===== config.mk =====
export PLATFORM = sky130hd
export DESIGN_NAME = fdc_glue_port
export DESIGN_NICKNAME = d
export VERILOG_FILES = /design/src/rtl/fdc_glue_pkg.sv /design/src/rtl/fdc_glue_decode.sv /design/src/rtl/fdc_glue_ctrl.sv /design/src/rtl/fdc_glue_status.sv /design/src/rtl/fdc_glue_port.sv
export SDC_FILE = /design/constraint.sdc
export NUM_CORES = 1
export LEC_CHECK = 0
export BUFFER_PORTS_ARGS = -buffer_cell sky130_fd_sc_hd__buf_4
export CORE_MARGIN = 4
export CORE_UTILIZATION = 39
export CTS_BUF_LIST = sky130_fd_sc_hd__clkbuf_8
export CTS_CLUSTER_DIAMETER = 120
export DETAILED_ROUTE_END_ITERATION = 8
export PLACE_DENSITY = 0.87
export SETUP_SLACK_MARGIN = 0.3
export SLEW_MARGIN = 10
export SYNTH_ARGS = -nofsm -noshare
export SYNTH_HDL_FRONTEND = slang
export SYNTH_SLANG_ARGS = --single-unit

===== constraint.sdc =====
create_clock -name clk -period 2.2 [get_ports clk]
set_input_delay 0.44 -clock clk [delete_from_list [all_inputs] [get_ports clk]]
set_output_delay 0.44 -clock clk [all_outputs]
set_load 0.02 [all_outputs]

===== src/rtl/fdc_glue_pkg.sv =====
package fdc_glue_pkg;
  // Control-port bit positions (the external controller depends on them)
  localparam int unsigned MOTOR_BIT = 4;
  localparam int unsigned TC_BIT    = 5;
  localparam int unsigned IE_BIT    = 7;
  // Fixed upper pattern of the status byte
  localparam logic [7:0] STATUS_FILL = 8'hF8;

  typedef struct packed {
    logic ie;
    logic tc;
    logic motor;
  } ctl_flags_t;
endpackage


===== src/rtl/fdc_glue_decode.sv =====
module fdc_glue_decode #(
  parameter logic [7:0] CTRL_ADDR = 8'hF8,
  parameter logic [7:0] DATA_ADDR = 8'hF9
) (
  input  logic [7:0] io_addr,
  input  logic       io_wr,
  input  logic       io_rd,
  output logic       wr_ctrl,
  output logic       rd_ctrl,
  output logic       wr_data,
  output logic       rd_data
);
  logic hit_ctrl;
  logic hit_data;

  always_comb begin
    hit_ctrl = (io_addr == CTRL_ADDR);
    hit_data = (io_addr == DATA_ADDR);
    wr_ctrl  = io_wr & hit_ctrl;
    rd_ctrl  = io_rd & hit_ctrl;
    wr_data  = io_wr & hit_data;
    rd_data  = io_rd & hit_data;
  end
endmodule


===== src/rtl/fdc_glue_ctrl.sv =====
module fdc_glue_ctrl
  import fdc_glue_pkg::*;
#(
  parameter int unsigned DRV_COUNT = 3,
  parameter int unsigned DSEL_W    = (DRV_COUNT > 1) ? $clog2(DRV_COUNT) : 1
) (
  input  logic                 clk,
  input  logic                 rst_n,
  input  logic                 wr_en,
  input  logic [DRV_COUNT-1:0] sel_bits,
  input  ctl_flags_t           flags_in,
  output logic [DSEL_W-1:0]    drv_q,
  output ctl_flags_t           flags_q
);
  // Lowest-bit priority chain
  logic [DRV_COUNT:0]   seen;
  logic [DRV_COUNT-1:0] first;
  assign seen[0] = 1'b0;

  genvar g;
  generate
    for (g = 0; g < DRV_COUNT; g++) begin : g_prio
      assign first[g]  = sel_bits[g] & ~seen[g];
      assign seen[g+1] = seen[g] | sel_bits[g];
    end
  endgenerate

  logic [DSEL_W-1:0] enc_idx;
  logic [DSEL_W-1:0] drv_d;
  ctl_flags_t        flags_d;

  always_comb begin
    enc_idx = '0;
    for (int i = 0; i < DRV_COUNT; i++) begin
      if (first[i]) enc_idx = enc_idx | DSEL_W'(i);
    end
  end

  // Next state
  always_comb begin
    drv_d   = drv_q;
    flags_d = flags_q;
    if (wr_en) begin
      flags_d = flags_in;
      if (seen[DRV_COUNT]) drv_d = enc_idx;
    end
  end

  // State registers
  always_ff @(posedge clk or negedge rst_n) begin
    if (!rst_n) begin
      drv_q   <= '0;
      flags_q <= '0;
    end else if (wr_en) begin
      drv_q   <= drv_d;
      flags_q <= flags_d;
    end
  end

  AST_DSEL_LOWEST: assert property (@(posedge clk) disable iff (!rst_n)
    (wr_en && sel_bits[0]) |=> (drv_q == '0));
  AST_DSEL_HOLD: assert property (@(posedge clk) disable iff (!rst_n)
    (wr_en && (sel_bits == '0)) |=> $stable(drv_q));
  AST_MOTOR_LATCH: assert property (@(posedge clk) disable iff (!rst_n)
    wr_en |=> (flags_q.motor == $past(flags_in.motor)));
  AST_TC_LATCH: assert property (@(posedge clk) disable iff (!rst_n)
    wr_en |=> (flags_q.tc == $past(flags_in.tc)));
  AST_IDLE_STABLE: assert property (@(posedge clk) disable iff (!rst_n)
    !wr_en |=> ($stable(drv_q) && $stable(flags_q)));
endmodule


===== src/rtl/fdc_glue_status.sv =====
module fdc_glue_status
  import fdc_glue_pkg::*;
(
  input  logic       clk,
  input  logic       rst_n,
  input  logic       rd_ctrl,
  input  logic       rd_data,
  input  logic       drq,
  input  logic       index_in,
  input  logic       motor,
  input  logic [7:0] dma_rdata,
  output logic [7:0] rdata
);
  logic [7:0] status_byte;

  always_comb begin
    status_byte = STATUS_FILL | {5'b0, motor, index_in, drq};
    rdata       = 8'h00;
    if (rd_ctrl)      rdata = status_byte;
    else if (rd_data) rdata = dma_rdata;
  end

  AST_STATUS_FILL: assert property (@(posedge clk) disable iff (!rst_n)
    rd_ctrl |-> (rdata[7:3] == 5'b11111));
  AST_IDLE_ZERO: assert property (@(posedge clk) disable iff (!rst_n)
    (!rd_ctrl && !rd_data) |-> (rdata == 8'h00));
endmodule


===== src/rtl/fdc_glue_port.sv =====
module fdc_glue_port
  import fdc_glue_pkg::*;
#(
  parameter logic [7:0]  CTRL_ADDR = 8'hF8,
  parameter logic [7:0]  DATA_ADDR = 8'hF9,
  parameter int unsigned DRV_COUNT = 3,
  parameter int unsigned DSEL_W    = (DRV_COUNT > 1) ? $clog2(DRV_COUNT) : 1
) (
  input  logic              clk,
  input  logic              rst_n,
  input  logic [7:0]        io_addr,
  input  logic              io_wr,
  input  logic              io_rd,
  input  logic [7:0]        io_wdata,
  output logic [7:0]        io_rdata,
  input  logic              fdc_drq,
  input  logic              fdc_index,
  input  logic              fdc_int,
  input  logic [7:0]        fdc_dma_rdata,
  output logic [DSEL_W-1:0] drive_sel,
  output logic              motor_on,
  output logic              term_count,
  output logic              fdc_dma_wr,
  output logic              fdc_dma_rd,
  output logic [7:0]        fdc_dma_wdata,
  output logic              cpu_irq
);
  // Reset: asserted asynchronously, released on the clock
  logic [1:0] rst_pipe;
  logic       rst_sync_n;

  always_ff @(posedge clk or negedge rst_n) begin
    if (!rst_n) rst_pipe <= 2'b00;
    else        rst_pipe <= {rst_pipe[0], 1'b1};
  end
  assign rst_sync_n = rst_pipe[1];

  logic wr_ctrl, rd_ctrl, wr_data, rd_data;

  fdc_glue_decode #(
    .CTRL_ADDR(CTRL_ADDR),
    .DATA_ADDR(DATA_ADDR)
  ) i_decode (
    .io_addr (io_addr),
    .io_wr   (io_wr),
    .io_rd   (io_rd),
    .wr_ctrl (wr_ctrl),
    .rd_ctrl (rd_ctrl),
    .wr_data (wr_data),
    .rd_data (rd_data)
  );

  ctl_flags_t flags_in, flags_q;

  always_comb begin
    flags_in.motor = io_wdata[MOTOR_BIT];
    flags_in.tc    = io_wdata[TC_BIT];
    flags_in.ie    = io_wdata[IE_BIT];
  end

  fdc_glue_ctrl #(
    .DRV_COUNT(DRV_COUNT),
    .DSEL_W   (DSEL_W)
  ) i_ctrl (
    .clk      (clk),
    .rst_n    (rst_sync_n),
    .wr_en    (wr_ctrl),
    .sel_bits (io_wdata[DRV_COUNT-1:0]),
    .flags_in (flags_in),
    .drv_q    (drive_sel),
    .flags_q  (flags_q)
  );

  fdc_glue_status i_status (
    .clk       (clk),
    .rst_n     (rst_sync_n),
    .rd_ctrl   (rd_ctrl),
    .rd_data   (rd_data),
    .drq       (fdc_drq),
    .index_in  (fdc_index),
    .motor     (flags_q.motor),
    .dma_rdata (fdc_dma_rdata),
    .rdata     (io_rdata)
  );

  assign motor_on      = flags_q.motor;
  assign term_count    = flags_q.tc;
  assign fdc_dma_wr    = wr_data;
  assign fdc_dma_rd    = rd_data;
  assign fdc_dma_wdata = io_wdata;
  assign cpu_irq       = fdc_int & flags_q.ie;

  AST_IRQ_GATED: assert property (@(posedge clk) disable iff (!rst_n || !rst_sync_n)
    !flags_q.ie |-> !cpu_irq);
  AST_DMA_WR_ADDR: assert property (@(posedge clk) disable iff (!rst_n || !rst_sync_n)
    fdc_dma_wr |-> (io_wr && io_addr == DATA_ADDR));
  AST_DMA_RD_ADDR: assert property (@(posedge clk) disable iff (!rst_n || !rst_sync_n)
    fdc_dma_rd |-> (io_rd && io_addr == DATA_ADDR));
  AST_RESET_CLEAR: assert property (@(posedge clk) disable iff (!rst_n)
    $rose(rst_sync_n) |-> (drive_sel == '0 && !motor_on && !term_count && !cpu_irq));
endmodule


==> Word level (Yosys, flattened, before mapping) <==
Index checks and enable logic that the tools add are counted.
{ "totals": {"reg_bits": 7, "input_bits": 31, "out_inout_bits": 23, "word_cells": 23} }
{ "classes": {"eq_ne": 2, "mux": 4, "bitwise_logic": 11, "reduce_logical": 1} }
{ "ops": {"columns": ["op", "n"], "rows": [
  ["equality test 8 bit, second input constant", 2],
  ["two-way mux 8 bit", 2],
  ["bitwise AND 1 bit", 7],
  ["two-way mux 2 bit", 1],
  ["inverter 1 bit", 2],
  ["bitwise OR 1 bit", 2],
  ["AND reduction 2 bit", 1],
  ["two-way mux 1 bit", 1]
]} }

==> Depth between registers and ports, before layout <==
{ "depth": {"ltp_word": 4, "ltp_mapped": 4} }

==> Cells and area by module <==
From an unflattened synthesis, not the netlist that was laid out.
{ "hier_totals": {"cells_unflattened": 45, "area_unflattened_um2": 488.0} }
{ "modules_own_cells": {"columns": ["mod", "n_inst", "cells_each", "area_per_inst_um2", "seq_area_each_um2"], "rows": [
  ["fdc_glue_ctrl", 1, 15, 216.5, 125.1],
  ["fdc_glue_port", 1, 12, 120.1, 50.0],
  ["fdc_glue_status", 1, 10, 95.1, 0.0],
  ["fdc_glue_decode", 1, 8, 56.3, 0.0]
]} }

==> Worst setup path after synthesis <==
OpenSTA, ideal clock, no wires.
{ "synth_path": {"path_kind": "input to output", "startpoint": "input port io_addr[5]", "endpoint": "output port io_rdata[3]", "arrival_ns": 1.306, "t_required_ns": 1.760, "setup_slack_ns": 0.454, "path_stages": 4, "path_buffers": 1, "cell_sequence": "nand4_4 > or3_1 > buf_6 > a21oi_2"} }
{ "synth_between": {"elab_chain_len": 4, "word_cells_on_any_way": 6, "classes_between": "eq/ne (2); mux (2); bitwise (2)"} }
{ "synth_lines": {"columns": ["item", "line", "rtl"], "rows": [
  ["start: declaration", "fdc_glue_port.sv:11", "input logic [7:0] io_addr,"],
  ["equality test 8 bit", "fdc_glue_decode.sv:18", "hit_data = (io_addr == DATA_ADDR);"],
  ["bitwise AND 1 bit", "fdc_glue_decode.sv:22", "rd_data = io_rd & hit_data;"],
  ["two-way mux 8 bit", "fdc_glue_status.sv:20", "else if (rd_data) rdata = dma_rdata;"],
  ["two-way mux 8 bit (*)", "fdc_glue_status.sv:19", "if (rd_ctrl) rdata = status_byte;"],
  ["end: declaration", "fdc_glue_port.sv:15", "output logic [7:0] io_rdata,"]
]} }
Mark *: on every way between the ends. The rest lies on a longest branch, timed or not.

==> Worst setup path after layout <==
{ "layout_path": {"startpoint": "input port io_addr[2]", "endpoint": "output port io_rdata[5]"} }
Same word-level chain as after synthesis.

==> results_dict.tcl <==
set metrics [dict create \
    detail_route.first_pass.iterations 2 \
    final-hold-violation-count 0 \
    numCtsBuffers 3 \
    finalCoreUtilization 0.718 \
    synth.top_cell.area_share 0.315 \
    syn_nets 86 \
    core_region_area_um2 1320 \
    drv.max_cap_violation_count 0 \
    finalWeightedCongestion 0.643 \
    dpl.hpwl_um 1250 \
    grt_setup_unrepaired "false" \
    antenna_found_initial 0 \
    cts.reportedPaths.clkPinSlew_ns 0.04 \
    start_kind "primary input" \
    synth.lib_cells_used.distinct 24 \
    clock.fmax_mhz 547 \
    post_synth_design_cell_area_um2 557 \
    critical_path_arrival_ns 1.39 \
    cts-root-to-sink-buffers 2 \
    placement_rows 13 \
    die_height_um 45.8 \
    worst_r2r_path_depth 3 \
    min_period_over_period 0.832 \
    start_util 0.423 \
    chipWidth_um 45.8 \
    gr-total-overflow 0 \
    timing.critical_path.fanout_max 5 \
    crit_path_end_kind "output pin" \
    final_setup_violation_count 0 \
    setup.reg_to_reg.worst_slack_ns 1.33 \
    ys_ff_latch 7 \
    vias 546 \
    first_global_vias 548 \
    fin_worst_skew_ns 0.000946 \
    ir_drop_uv 361 \
    first_iter_violations 2 \
    worstSetupPathType "primary input to output pin" \
    route.antenna.remaining_nets 0 \
    postRouteWirelength_um 1510 \
    timing.setup.tns_ns 0 \
    syn-mean-instance-area_um2 10.1 \
    result_of_the_run "finished, final reports clean" \
    grt_pass1_wl_um 2210 \
    port_buffers 49 \
    drc_errors 0 \
    clk_root_buffer_cell "clkbuf_8" \
    yosys-top-cells-area "dfrtp_1 31%, buf_4 11%, a21oi_2 7.9%" \
    synth_largest_area_cell "dfrtp_1" \
    drv_slew 0 \
    hold_class "register to asynchronous set/reset pin" \
    total_die_area_um2 2100 \
    minimum_clock_period_after_layout_ns 1.83 \
    hold_ws_ns 0.0685 \
    clkSinkCount 7 \
    htree_levels 1 \
    grt_max_degree 13 \
    final_layout_size_suffix_gt1_frac 0.683 \
    netlist_instances 55 \
    critPathRequiredTime_ns 1.76 \
    clk_latency_ns 0.22 \
    grt_usage 0.147 \
    nets 133 \
    power.static_leakage_nw 0.503 \
    routed_wire_length_per_instance_um 13.0 \
    via_per_inst 4.71 \
    ioPinCount 54 \
    power_density_nw_per_um2 430 \
    tritoncts "built" \
    areaGrowthSynthToFinish_pct 69.9 \
    synth_warnings 0 \
    synth_seq_area_share 0.315 \
    number_of_antenna_repair_diodes 0 \
]
[cells in the final DEF (no fill, tap or decap)]
| cell | count |
|---|---|
| buf_4 | 50 |
| inv_1 | 8 |
| dfrtp_1 | 7 |
| a21oi_2 | 5 |
| nor2_2 | 4 |
| mux2i_1 | 3 |
| mux2_1 | 3 |
| clkbuf_8 | 3 |
| or3_4 | 2 |
| nand4_4 | 1 |
| nand3b_1 | 1 |
| inv_2 | 1 |
| and2_1 | 1 |
| nand4bb_4 | 1 |
| nor3_1 | 1 |
| nor3_4 | 1 |
| nor4_1 | 1 |
| or2_2 | 1 |
| a2bb2oi_1 | 1 |
| or3_1 | 1 |
| nand2b_1 | 1 |
| or4_1 | 1 |
| o211ai_1 | 1 |
| dlygate4sd3_1 | 1 |
| conb_1 | 1 |
[timing repair]
action	in CTS	in global routing
gates cloned	0	1
hold endpoints to repair	2	0
setup endpoints to repair	9	7
resized for setup	1	1
pin swaps	0	2
setup buffers	0	1
hold buffers	1	0
[registers in the layout, indices dropped and copies added (netlist names)]
name / flops
i_ctrl.flags_q: 3
i_ctrl.drv_q: 2
rst_pipe: 2
[report_power, final]
part	switching [W]	leakage [nW]	internal, W
Sequential	0.00000374	0.0872	0.000135
Combinational	0.0000432	0.389	0.0000563
Clock	0.0000488	0.0269	0.000120
[through the flow]
step                cells  power [W]  instance area (um2)  setup WS [ns]
floorplan              55   0.000189                  557          0.454
global placement      109   0.000235                  867          0.200
detailed placement    109   0.000238                  867          0.173
CTS                   114   0.000415                  927          0.320
global route          116   0.000434                  946          0.318
finish                116   0.000407                  946          0.371
[worst max-delay path, stage by stage]
cell	delay (ns)
buf_4	0.11
nand3b_1	0.18
or3_4	0.39
a21oi_2	0.12
buf_4	0.15
[metal layers]
metal / share of wire / wire length [um] / GRT usage / vias up
met3: 0.18 / 267 / 0.0395 / 2
met2: 0.49 / 740 / 0.262 / 34
met4: 0.014 / 21 / 0.102 / 0
met1: 0.32 / 477 / 0.146 / 244
li1: - / - / - / 266
met5: 0 / 0 / 0 / -
[final timing paths]
kind	from	endpoint
max in group asynchronous	rst_n	rst_pipe[0]
hold / removal	rst_pipe[1]	i_ctrl.flags_q[0]
hold reg to reg	rst_pipe[1]	i_ctrl.flags_q[0]
setup reg to reg	i_ctrl.drv_q[0]	i_ctrl.drv_q[0]
setup / recovery	io_addr[2]	io_rdata[5]
min in group clk	rst_pipe[0]	rst_pipe[1]
[layout make-up]
| type | instances | area, um2 |
|---|---|---|
| clock buffers | 3 | 41.3 |
| clock inverters | 1 | 3.75 |
| fillers | 101 | 372 |
| inverters | 8 | 30.0 |
| multi-input cells | 31 | 292 |
| flip-flops and latches | 7 | 175 |
| well taps | 15 | 18.8 |
| repair buffers | 51 | 385 |
[synth_stat cells]
cell / instances
buf_6: 1
and2_1: 1
conb_1: 1
inv_2: 1
nor4_1: 1
nor3_1: 1
nor3_4: 1
nor2_2: 4
dfrtp_1: 7
nand4bb_4: 1
a2bb2oi_1: 1
o211ai_1: 1
mux2_1: 3
buf_2: 1
mux2i_1: 3
buf_4: 8
nand4_4: 1
or3_1: 2
inv_1: 7
a21oi_2: 5
nand3b_1: 1
nand2b_1: 1
or4_1: 1
or2_2: 1
[cell families after synthesis]
group / Yosys count / synth area share
AND/OR/NAND/NOR: 16 / 0.265
AO/OA/AOI/OAI: 7 / 0.108
multiplexers: 6 / 0.115
flip-flops: 7 / 0.315
other: 1 / 0.00674
buffers and inverters: 18 / 0.191
No activity file was read; power rests on OpenSTA's default activity.
